$ cat src/rtl/link_codec_pkg.sv
// Shared encodings for the link character codec.
// Assumes the control code field is two bits wide and sent LSB first.
package link_codec_pkg;
    typedef enum logic [1:0] {
        CC_FCT = 2'd0,
        CC_EOP = 2'd1,
        CC_EEP = 2'd2,
        CC_ESC = 2'd3
    } ctrl_code_e;

    localparam logic [1:0] KIND_DATA = 2'd0;
    localparam logic [1:0] KIND_EOP  = 2'd1;
    localparam logic [1:0] KIND_EEP  = 2'd2;

    localparam int CTRL_LEN = 4;
endpackage

$ cat src/rtl/lc_credit.sv
// Transmit credit counter: adds GRANT per received flow token and removes
// one per data or end character sent.
// Assumes the far end never grants beyond CREDIT_MAX.
module lc_credit #(
    parameter int GRANT      = 8,
    parameter int CREDIT_MAX = 56
) (
    input  logic clk,
    input  logic rst_n,
    input  logic grant,
    input  logic take,
    output logic has_credit
);
    localparam int CW = $clog2(CREDIT_MAX + 1);

    logic [CW-1:0] credit;

    // Credit update on grant and use.
    always_ff @(posedge clk) begin
        if (!rst_n)
            credit <= '0;
        else
            credit <= credit + (grant ? CW'(GRANT) : CW'(0)) - (take ? CW'(1) : CW'(0));
    end

    assign has_credit = (credit != '0);

    AST_CREDIT_NO_OVERFLOW: assert property (@(posedge clk) disable iff (!rst_n)
        grant |-> (int'(credit) + GRANT <= CREDIT_MAX));
    AST_TAKE_NEEDS_CREDIT: assert property (@(posedge clk) disable iff (!rst_n)
        take |-> (credit != '0));
endmodule

$ cat src/rtl/lc_fct_req.sv
// Counts freed receive slots and queues one outgoing flow token per GRANT
// slots. Assumes queued tokens drain before PEND_MAX is exceeded.
module lc_fct_req #(
    parameter int GRANT    = 8,
    parameter int PEND_MAX = 7
) (
    input  logic clk,
    input  logic rst_n,
    input  logic slot_free,
    input  logic sent,
    output logic pending
);
    localparam int SCW = (GRANT > 1) ? $clog2(GRANT) : 1;
    localparam int PW  = $clog2(PEND_MAX + 1);

    logic [SCW-1:0] slots;
    logic [PW-1:0]  pend;
    logic           wrap;

    assign wrap = slot_free && (slots == SCW'(GRANT - 1));

    // Freed-slot counter wrapping at GRANT.
    always_ff @(posedge clk) begin
        if (!rst_n)
            slots <= '0;
        else if (slot_free)
            slots <= wrap ? '0 : slots + SCW'(1);
    end

    // Outstanding token count.
    always_ff @(posedge clk) begin
        if (!rst_n)
            pend <= '0;
        else
            pend <= pend + (wrap ? PW'(1) : PW'(0)) - (sent ? PW'(1) : PW'(0));
    end

    assign pending = (pend != '0);

    AST_FCT_PEND_NO_OVERFLOW: assert property (@(posedge clk) disable iff (!rst_n)
        (wrap && !sent) |-> (int'(pend) < PEND_MAX));
    AST_SENT_NEEDS_PEND: assert property (@(posedge clk) disable iff (!rst_n)
        sent |-> (pend != '0));
endmodule

$ cat src/rtl/lc_tx.sv
// Transmit character builder and serializer. Picks the next character at the
// last bit of the current one: second half of an idle pair, then a queued
// flow token, then a credited item, else an escape opening an idle pair.
// Assumes tx_kind is never 3.
module lc_tx
    import link_codec_pkg::*;
#(
    parameter int DATA_BITS = 8
) (
    input  logic                 clk,
    input  logic                 rst_n,
    input  logic                 tx_valid,
    input  logic [1:0]           tx_kind,
    input  logic [DATA_BITS-1:0] tx_byte,
    input  logic                 has_credit,
    input  logic                 fct_pending,
    output logic                 tx_ready,
    output logic                 fct_sent,
    output logic                 take,
    output logic                 tx_bit
);
    localparam int SW = DATA_BITS + 2;
    localparam int CW = $clog2(SW + 1);

    logic [SW-1:0] sr;
    logic [CW-1:0] cnt;
    logic          null_half;
    logic          prev_par;

    logic          load;
    logic          is_ctrl;
    ctrl_code_e    code;
    logic          next_null;
    logic          par_bit;
    logic          pay_par;
    logic [SW-1:0] nxt_word;
    logic [CW-1:0] nxt_len;

    assign load = (cnt == CW'(1));

    // Choice of the next character.
    always_comb begin
        is_ctrl   = 1'b1;
        code      = CC_ESC;
        next_null = 1'b0;
        tx_ready  = 1'b0;
        fct_sent  = 1'b0;
        take      = 1'b0;
        if (null_half) begin
            code = CC_FCT;
        end else if (fct_pending) begin
            code     = CC_FCT;
            fct_sent = load;
        end else if (tx_valid && has_credit) begin
            take     = load;
            tx_ready = load;
            if (tx_kind == KIND_DATA)
                is_ctrl = 1'b0;
            else if (tx_kind == KIND_EOP)
                code = CC_EOP;
            else
                code = CC_EEP;
        end else begin
            code      = CC_ESC;
            next_null = 1'b1;
        end
    end

    // Parity and framing of the chosen character.
    always_comb begin
        pay_par  = is_ctrl ? ^code : ^tx_byte;
        par_bit  = ~(prev_par ^ is_ctrl);
        nxt_word = is_ctrl ? SW'({code, 1'b1, par_bit}) : {tx_byte, 1'b0, par_bit};
        nxt_len  = is_ctrl ? CW'(CTRL_LEN) : CW'(SW);
    end

    // Shift register, bit count and idle-pair state.
    always_ff @(posedge clk) begin
        if (!rst_n) begin
            sr        <= SW'({CC_ESC, 1'b1, 1'b0});
            cnt       <= CW'(CTRL_LEN);
            null_half <= 1'b1;
            prev_par  <= 1'b0;
        end else if (load) begin
            sr        <= nxt_word;
            cnt       <= nxt_len;
            null_half <= next_null;
            prev_par  <= pay_par;
        end else begin
            sr  <= sr >> 1;
            cnt <= cnt - CW'(1);
        end
    end

    assign tx_bit = sr[0];

    AST_READY_NEEDS_VALID: assert property (@(posedge clk) disable iff (!rst_n)
        tx_ready |-> (tx_valid && has_credit));
    AST_ONE_TAKE_PER_CHAR: assert property (@(posedge clk) disable iff (!rst_n)
        tx_ready |=> !tx_ready);
    AST_KIND_LEGAL: assert property (@(posedge clk) disable iff (!rst_n)
        tx_valid |-> (tx_kind != 2'd3));
endmodule

$ cat src/rtl/lc_rx.sv
// Receive character parser. Frames parity, flag and payload, checks odd
// parity, turns flow tokens into credit pulses, drops idle pairs and
// forwards data and end characters. Assumes framing starts at reset.
module lc_rx
    import link_codec_pkg::*;
#(
    parameter int DATA_BITS = 8
) (
    input  logic                 clk,
    input  logic                 rst_n,
    input  logic                 rx_bit,
    input  logic                 rx_bit_en,
    output logic                 rx_valid,
    output logic [1:0]           rx_kind,
    output logic [DATA_BITS-1:0] rx_byte,
    output logic                 rx_parity_err,
    output logic                 fct_rcvd
);
    localparam int SW = DATA_BITS + 2;
    localparam int CW = $clog2(SW + 1);

    logic [CW-1:0]        pos;
    logic                 pbit;
    logic                 ctrl_r;
    logic                 bad_r;
    logic                 prev_par;
    logic                 run_par;
    logic                 esc_seen;
    logic [DATA_BITS-1:0] acc;

    logic                 last;
    ctrl_code_e           code;

    assign last = (pos == (ctrl_r ? CW'(CTRL_LEN - 1) : CW'(SW - 1)));
    assign code = ctrl_code_e'({rx_bit, acc[DATA_BITS-1]});

    // Bit framing, parity check and character dispatch.
    always_ff @(posedge clk) begin
        if (!rst_n) begin
            pos           <= '0;
            pbit          <= 1'b0;
            ctrl_r        <= 1'b0;
            bad_r         <= 1'b0;
            prev_par      <= 1'b0;
            run_par       <= 1'b0;
            esc_seen      <= 1'b0;
            acc           <= '0;
            rx_valid      <= 1'b0;
            rx_kind       <= KIND_DATA;
            rx_byte       <= '0;
            rx_parity_err <= 1'b0;
            fct_rcvd      <= 1'b0;
        end else begin
            rx_valid      <= 1'b0;
            rx_parity_err <= 1'b0;
            fct_rcvd      <= 1'b0;
            if (rx_bit_en) begin
                if (pos == '0) begin
                    pbit <= rx_bit;
                    pos  <= CW'(1);
                end else if (pos == CW'(1)) begin
                    ctrl_r        <= rx_bit;
                    bad_r         <= ~(pbit ^ prev_par ^ rx_bit);
                    rx_parity_err <= ~(pbit ^ prev_par ^ rx_bit);
                    run_par       <= 1'b0;
                    pos           <= CW'(2);
                end else begin
                    acc     <= {rx_bit, acc[DATA_BITS-1:1]};
                    run_par <= run_par ^ rx_bit;
                    if (!last) begin
                        pos <= pos + CW'(1);
                    end else begin
                        pos      <= '0;
                        prev_par <= run_par ^ rx_bit;
                        esc_seen <= 1'b0;
                        if (!bad_r) begin
                            if (!ctrl_r) begin
                                rx_valid <= 1'b1;
                                rx_kind  <= KIND_DATA;
                                rx_byte  <= {rx_bit, acc[DATA_BITS-1:1]};
                            end else begin
                                case (code)
                                    CC_FCT: fct_rcvd <= !esc_seen;
                                    CC_ESC: esc_seen <= 1'b1;
                                    CC_EOP: begin
                                        rx_valid <= 1'b1;
                                        rx_kind  <= KIND_EOP;
                                        rx_byte  <= '0;
                                    end
                                    default: begin
                                        rx_valid <= 1'b1;
                                        rx_kind  <= KIND_EEP;
                                        rx_byte  <= '0;
                                    end
                                endcase
                            end
                        end
                    end
                end
            end
        end
    end

    AST_RX_ONE_EVENT: assert property (@(posedge clk) disable iff (!rst_n)
        $onehot0({rx_valid, fct_rcvd, rx_parity_err}));
    AST_RX_OUT_NEEDS_BIT: assert property (@(posedge clk) disable iff (!rst_n)
        (rx_valid || fct_rcvd) |-> $past(rx_bit_en));
endmodule

$ cat src/rtl/link_char_codec.sv
// Top of the link character codec: transmit builder, receive parser,
// credit counter and outgoing flow-token queue.
// Assumes one line bit per clock on transmit and framing from reset.
module link_char_codec
    import link_codec_pkg::*;
#(
    parameter int DATA_BITS      = 8,
    parameter int CREDIT_PER_FCT = 8,
    parameter int CREDIT_MAX     = 56,
    parameter int FCT_PEND_MAX   = 7
) (
    input  logic                 clk,
    input  logic                 rst_n,
    input  logic                 tx_valid,
    input  logic [1:0]           tx_kind,
    input  logic [DATA_BITS-1:0] tx_byte,
    output logic                 tx_ready,
    output logic                 tx_bit,
    input  logic                 rx_bit,
    input  logic                 rx_bit_en,
    input  logic                 rx_slot_free,
    output logic                 rx_valid,
    output logic [1:0]           rx_kind,
    output logic [DATA_BITS-1:0] rx_byte,
    output logic                 rx_parity_err
);
    logic has_credit;
    logic fct_pending;
    logic fct_sent;
    logic take;
    logic fct_rcvd;

    lc_tx #(.DATA_BITS(DATA_BITS)) u_tx (
        .clk(clk), .rst_n(rst_n),
        .tx_valid(tx_valid), .tx_kind(tx_kind), .tx_byte(tx_byte),
        .has_credit(has_credit), .fct_pending(fct_pending),
        .tx_ready(tx_ready), .fct_sent(fct_sent), .take(take),
        .tx_bit(tx_bit)
    );

    lc_rx #(.DATA_BITS(DATA_BITS)) u_rx (
        .clk(clk), .rst_n(rst_n),
        .rx_bit(rx_bit), .rx_bit_en(rx_bit_en),
        .rx_valid(rx_valid), .rx_kind(rx_kind), .rx_byte(rx_byte),
        .rx_parity_err(rx_parity_err), .fct_rcvd(fct_rcvd)
    );

    lc_credit #(.GRANT(CREDIT_PER_FCT), .CREDIT_MAX(CREDIT_MAX)) u_credit (
        .clk(clk), .rst_n(rst_n),
        .grant(fct_rcvd), .take(take), .has_credit(has_credit)
    );

    lc_fct_req #(.GRANT(CREDIT_PER_FCT), .PEND_MAX(FCT_PEND_MAX)) u_fct (
        .clk(clk), .rst_n(rst_n),
        .slot_free(rx_slot_free), .sent(fct_sent), .pending(fct_pending)
    );
endmodule

$ cat config.mk
export PLATFORM = sky130hd
export DESIGN_NAME = link_char_codec
export DESIGN_NICKNAME = d
export VERILOG_FILES = /design/src/rtl/link_codec_pkg.sv /design/src/rtl/lc_credit.sv /design/src/rtl/lc_fct_req.sv /design/src/rtl/lc_tx.sv /design/src/rtl/lc_rx.sv /design/src/rtl/link_char_codec.sv
export SDC_FILE = /design/constraint.sdc
export NUM_CORES = 1
export LEC_CHECK = 0
export BUFFER_PORTS_ARGS = -buffer_cell sky130_fd_sc_hd__buf_2
export CORE_ASPECT_RATIO = 2
export CORE_MARGIN = 2
export CORE_UTILIZATION = 40
export DETAILED_ROUTE_END_ITERATION = 10
export SYNTH_ARGS = -nofsm -noshare
export SYNTH_HDL_FRONTEND = slang
export SYNTH_SLANG_ARGS = --single-unit
$ cat constraint.sdc
create_clock -name clk -period 6.2 [get_ports clk]
set_input_delay 1.24 -clock clk [delete_from_list [all_inputs] [get_ports clk]]
set_output_delay 1.24 -clock clk [all_outputs]
set_load 0.01 [all_outputs]
==> results.md <==
Run status
* status: completed

Synthesis
* sequential-to-total area share from yosys stat: 42.4%
* post-synth top area cell: sky130_fd_sc_hd__dfxtp_1
* synthesized net count: 344
* synthesized area per cell: 8.93 µm²
* count of state elements after synthesis: 58
* fraction of synthesized cell area taken by the top area cell type: 42.4%
* count of yosys warnings during synthesis: 0
* Distinct cells, synth: 44
* top post-synthesis cells by area: sky130_fd_sc_hd__dfxtp_1 (42%), sky130_fd_sc_hd__ha_1 (8.7%), sky130_fd_sc_hd__nor2_1 (4.8%), sky130_fd_sc_hd__xnor2_1 (4.2%), sky130_fd_sc_hd__nand2_1 (3.8%)
* synthesized netlist cell count: 307
* EDFF count, synth: 0
* ys async rst share: 0%
* area of the mapped netlist: 2740 µm²
* dominant register cell in the synthesized netlist: sky130_fd_sc_hd__dfxtp_1

Pwr
* highest ir drop seen on vdd: 0.000167 V
* areal power density over the cells: 301 nW/µm²
* Static Leak: 1.36 nW
* sequential cell fraction of total power: 40.8%
* switching part of the total: 22.1%
* internal power summed over all cells: 0.761 mW
* clock group share of total power: 51.2%
* combinational share of power: 8.0%
* sw power: 0.216 mW

STA
* minimum setup slack in the final design: 2.84 ns
* setup repair after global routing missed its margin: false
* worst relative slew slack: 64.1%
* total setup violations reported at the end of the flow: 0
* Worst-Margin Slew: 0.537 ns
* post-route clock period utilization: 54.3%
* Final TNS setup: 0 ns
* number of failing hold endpoints at the final stage: 0
* clock skew: 0.00733 ns
* Max Freq: 0.297 GHz
* shortest period the worst path allows: 3.36 ns
* number of max-slew violations in the final report: 0

Global routing
* overall global routing resource usage: 17.2%
* number of antenna violations at the first check in global routing: 0
* via count of the first global-routing pass: 2142
* first-pass GRT wire length: 9760 µm
* pin count of the biggest net entering global routing: 31
* Overflow after GRT: 0

Placement
* final weighted congestion of routability-driven global placement: 0.813
* pre-CTS setup slack: 2.82 ns
* count of input and output buffers: 29
* final HPWL from detailed placement: 4160 µm

Clock network
* clock sinks: 58
* setup bufs post-CTS: 0
* root cell of the clock tree: sky130_fd_sc_hd__clkbuf_16
* clock tree from TritonCTS: yes
* Max Root-Sink Buffers: 2
* number of gates given a new drive strength after cts: 0
* number of buffers added to fix hold violations after cts: 0
* clock latency at the later pin of the worst-skew pair: 0.33 ns
* clock buffer count from CTS: 9
* H-tree depth: 3
* clock-pin slew of the registers on the worst-case setup and hold paths: 0.05 ns

Detailed routing
* DRT met1 WL: 2170 µm
* total DRC errors in the routed layout: 0
* total via count in the routed design: 2134
* Top Metal Used: met4
* average detailed-routed wire length per instance: 13.4 µm
* met3 wire len: 183 µm
* drt via density: 4.99
* Detailed Routing Iterations Pass 1: 4
* Met2 Routed Length: 3190 µm
* final WL: 5720 µm
* post-route ant nets: 0
* drt initial violations: 74

Cells and area
* leading cell types in the layout, fill and taps excluded: sky130_fd_sc_hd__dfxtp_1 (58), sky130_fd_sc_hd__nor2_1 (35), sky130_fd_sc_hd__buf_2 (29), sky130_fd_sc_hd__nand2_1 (28), sky130_fd_sc_hd__inv_1 (27)
* area taken by multi-input logic gates: 1410 µm²
* ratio of cells with drive above 1 in the final layout: 15.6%
* count of antenna diodes in the layout: 0
* Net count, final: 373
* Layout area overhead: 18.4%
* count of filler cells inserted in the layout: 677
* sequential cell area: 1160 µm²
* most common cell after layout, fill and taps aside: sky130_fd_sc_hd__dfxtp_1

Critical path
* Worst setup SP type: input pin
* CP required: 4.96 ns
* Setup Crit Path Kind: input pin to primary output
* WP data arrival: 2.12 ns
* r2r setup slk: 3.63 ns
* crit-path max FO: 6
* Worst setup EP type: primary output

Die
* effective utilization at floorplan: 41.4%
* core region area: 6620 µm²
* row count: 42
* Die Span X: 62.5 µm
* area of the die: 7570 µm²
* Die Y-Extent: 121 µm
* boundary pin count: 30

Flow run
* count of maximum capacitance violations: 0

Min path
* Worst Hold Class: register to register

-- kinds of logic (layout without fill, tap and decap cells) --
group / Yosys count / count (layout) / share of synthesized area, %
AO/OA/AOI/OAI: 58 / 58 / 13.4
flip-flops: 58 / 58 / 42.4
buffers and inverters: 40 / 73 / 6.30
adder cells (fa/ha/maj): 21 / 21 / 10.1
multiplexers: 3 / 3 / 1.10
XOR/XNOR: 18 / 18 / 5.75
AND/OR/NAND/NOR: 109 / 109 / 20.9
-- critical path, stage by stage --
cell	delay, ns
sky130_fd_sc_hd__buf_2	0.07
sky130_fd_sc_hd__a21boi_1	0.42
sky130_fd_sc_hd__and3_4	0.27
sky130_fd_sc_hd__buf_2	0.12
-- power groups by stage --
stage	sequential [mW]	clock [mW]	combinational [mW]
4_1_cts	0.398	0.514	0.0802
6_report	0.398	0.500	0.0784
5_1_grt	0.400	0.526	0.0892
3_5_place_dp	0.406	0	0.0796
3_3_place_gp	0.405	0	0.0782
2_1_floorplan	0.403	0	0.0587
-- synthesized netlist by cell type, types with 3 or more instances --
cell / count
sky130_fd_sc_hd__dfxtp_1: 58
sky130_fd_sc_hd__nor2_1: 35
sky130_fd_sc_hd__nand2_1: 28
sky130_fd_sc_hd__inv_1: 27
sky130_fd_sc_hd__a21oi_1: 20
sky130_fd_sc_hd__ha_1: 19
sky130_fd_sc_hd__xnor2_1: 13
sky130_fd_sc_hd__o21ai_0: 12
sky130_fd_sc_hd__nand4b_1: 10
sky130_fd_sc_hd__clkbuf_1: 7
sky130_fd_sc_hd__nor3_1: 6
sky130_fd_sc_hd__a22o_1: 5
sky130_fd_sc_hd__o21ai_1: 5
sky130_fd_sc_hd__xor2_1: 5
sky130_fd_sc_hd__and2_1: 4
sky130_fd_sc_hd__nor2b_1: 4
sky130_fd_sc_hd__a21o_1: 3
sky130_fd_sc_hd__and3_1: 3
sky130_fd_sc_hd__buf_2: 3
sky130_fd_sc_hd__mux2i_1: 3
sky130_fd_sc_hd__nand3_1: 3
sky130_fd_sc_hd__nand3b_1: 3
sky130_fd_sc_hd__nand4_1: 3
-- routing by layer --
layer / GRT usage, % / up-vias
li1: - / 1098
met1: 15.9 / 984
met3: 5.01 / 11
met4: 10.6 / 0
met2: 32.2 / 41
met5: 0 / -
-- sequential cells by signal (all words and copies together), names as in the netlist --
signal,count
u_tx.sr,10
u_rx.rx_byte,8
u_rx.acc,7
u_credit.credit,6
u_rx.pos,4
u_tx.cnt,4
u_fct.pend,3
u_fct.slots,3
u_rx.rx_kind,2
u_rx.bad_r,1
u_rx.ctrl_r,1
u_rx.esc_seen,1
u_rx.fct_rcvd,1
u_rx.pbit,1
u_rx.prev_par,1
u_rx.run_par,1
u_rx.rx_parity_err,1
u_rx.rx_valid,1
u_tx.null_half,1
u_tx.prev_par,1
-- path summary, 6_finish.rpt --
check / startpoint / end / depth (start not counted)
worst min-delay path: u_rx.esc_seen$_SDFFE_PN0P_ / u_rx.fct_rcvd$_SDFF_PP0_ / 1
worst max-delay path: tx_valid / tx_ready / 4
worst min register to register: u_rx.esc_seen$_SDFFE_PN0P_ / u_rx.fct_rcvd$_SDFF_PP0_ / 1
worst max register to register: u_credit.credit[4]$_SDFF_PN0_ / u_credit.credit[5]$_SDFF_PN0_ / 14
-- stage by stage --
step	instances	area, µm²	utilization (%)	total power [mW]	hold slack (ns)
2_1_floorplan	307	2740	-	0.462	0.409
3_3_place_gp	413	2940	44.4	0.483	0.422
3_5_place_dp	413	2940	44.4	0.485	0.420
4_1_cts	428	3240	49.0	0.992	0.422
5_1_grt	428	3240	49.0	1.01	0.436
6_report	428	3240	49.0	0.977	0.418
-- final cells by class --
type | instances | share of cell area [%]
sequential | 58 | 35.8
inverter | 27 | 3.12
multi-input combinational | 209 | 43.3
clock buffer | 13 | 8.33
timing repair buffer | 31 | 4.94
tap | 88 | 3.39
clock inverter | 2 | 1.08
No activity file was read; power rests on OpenSTA's default activity.
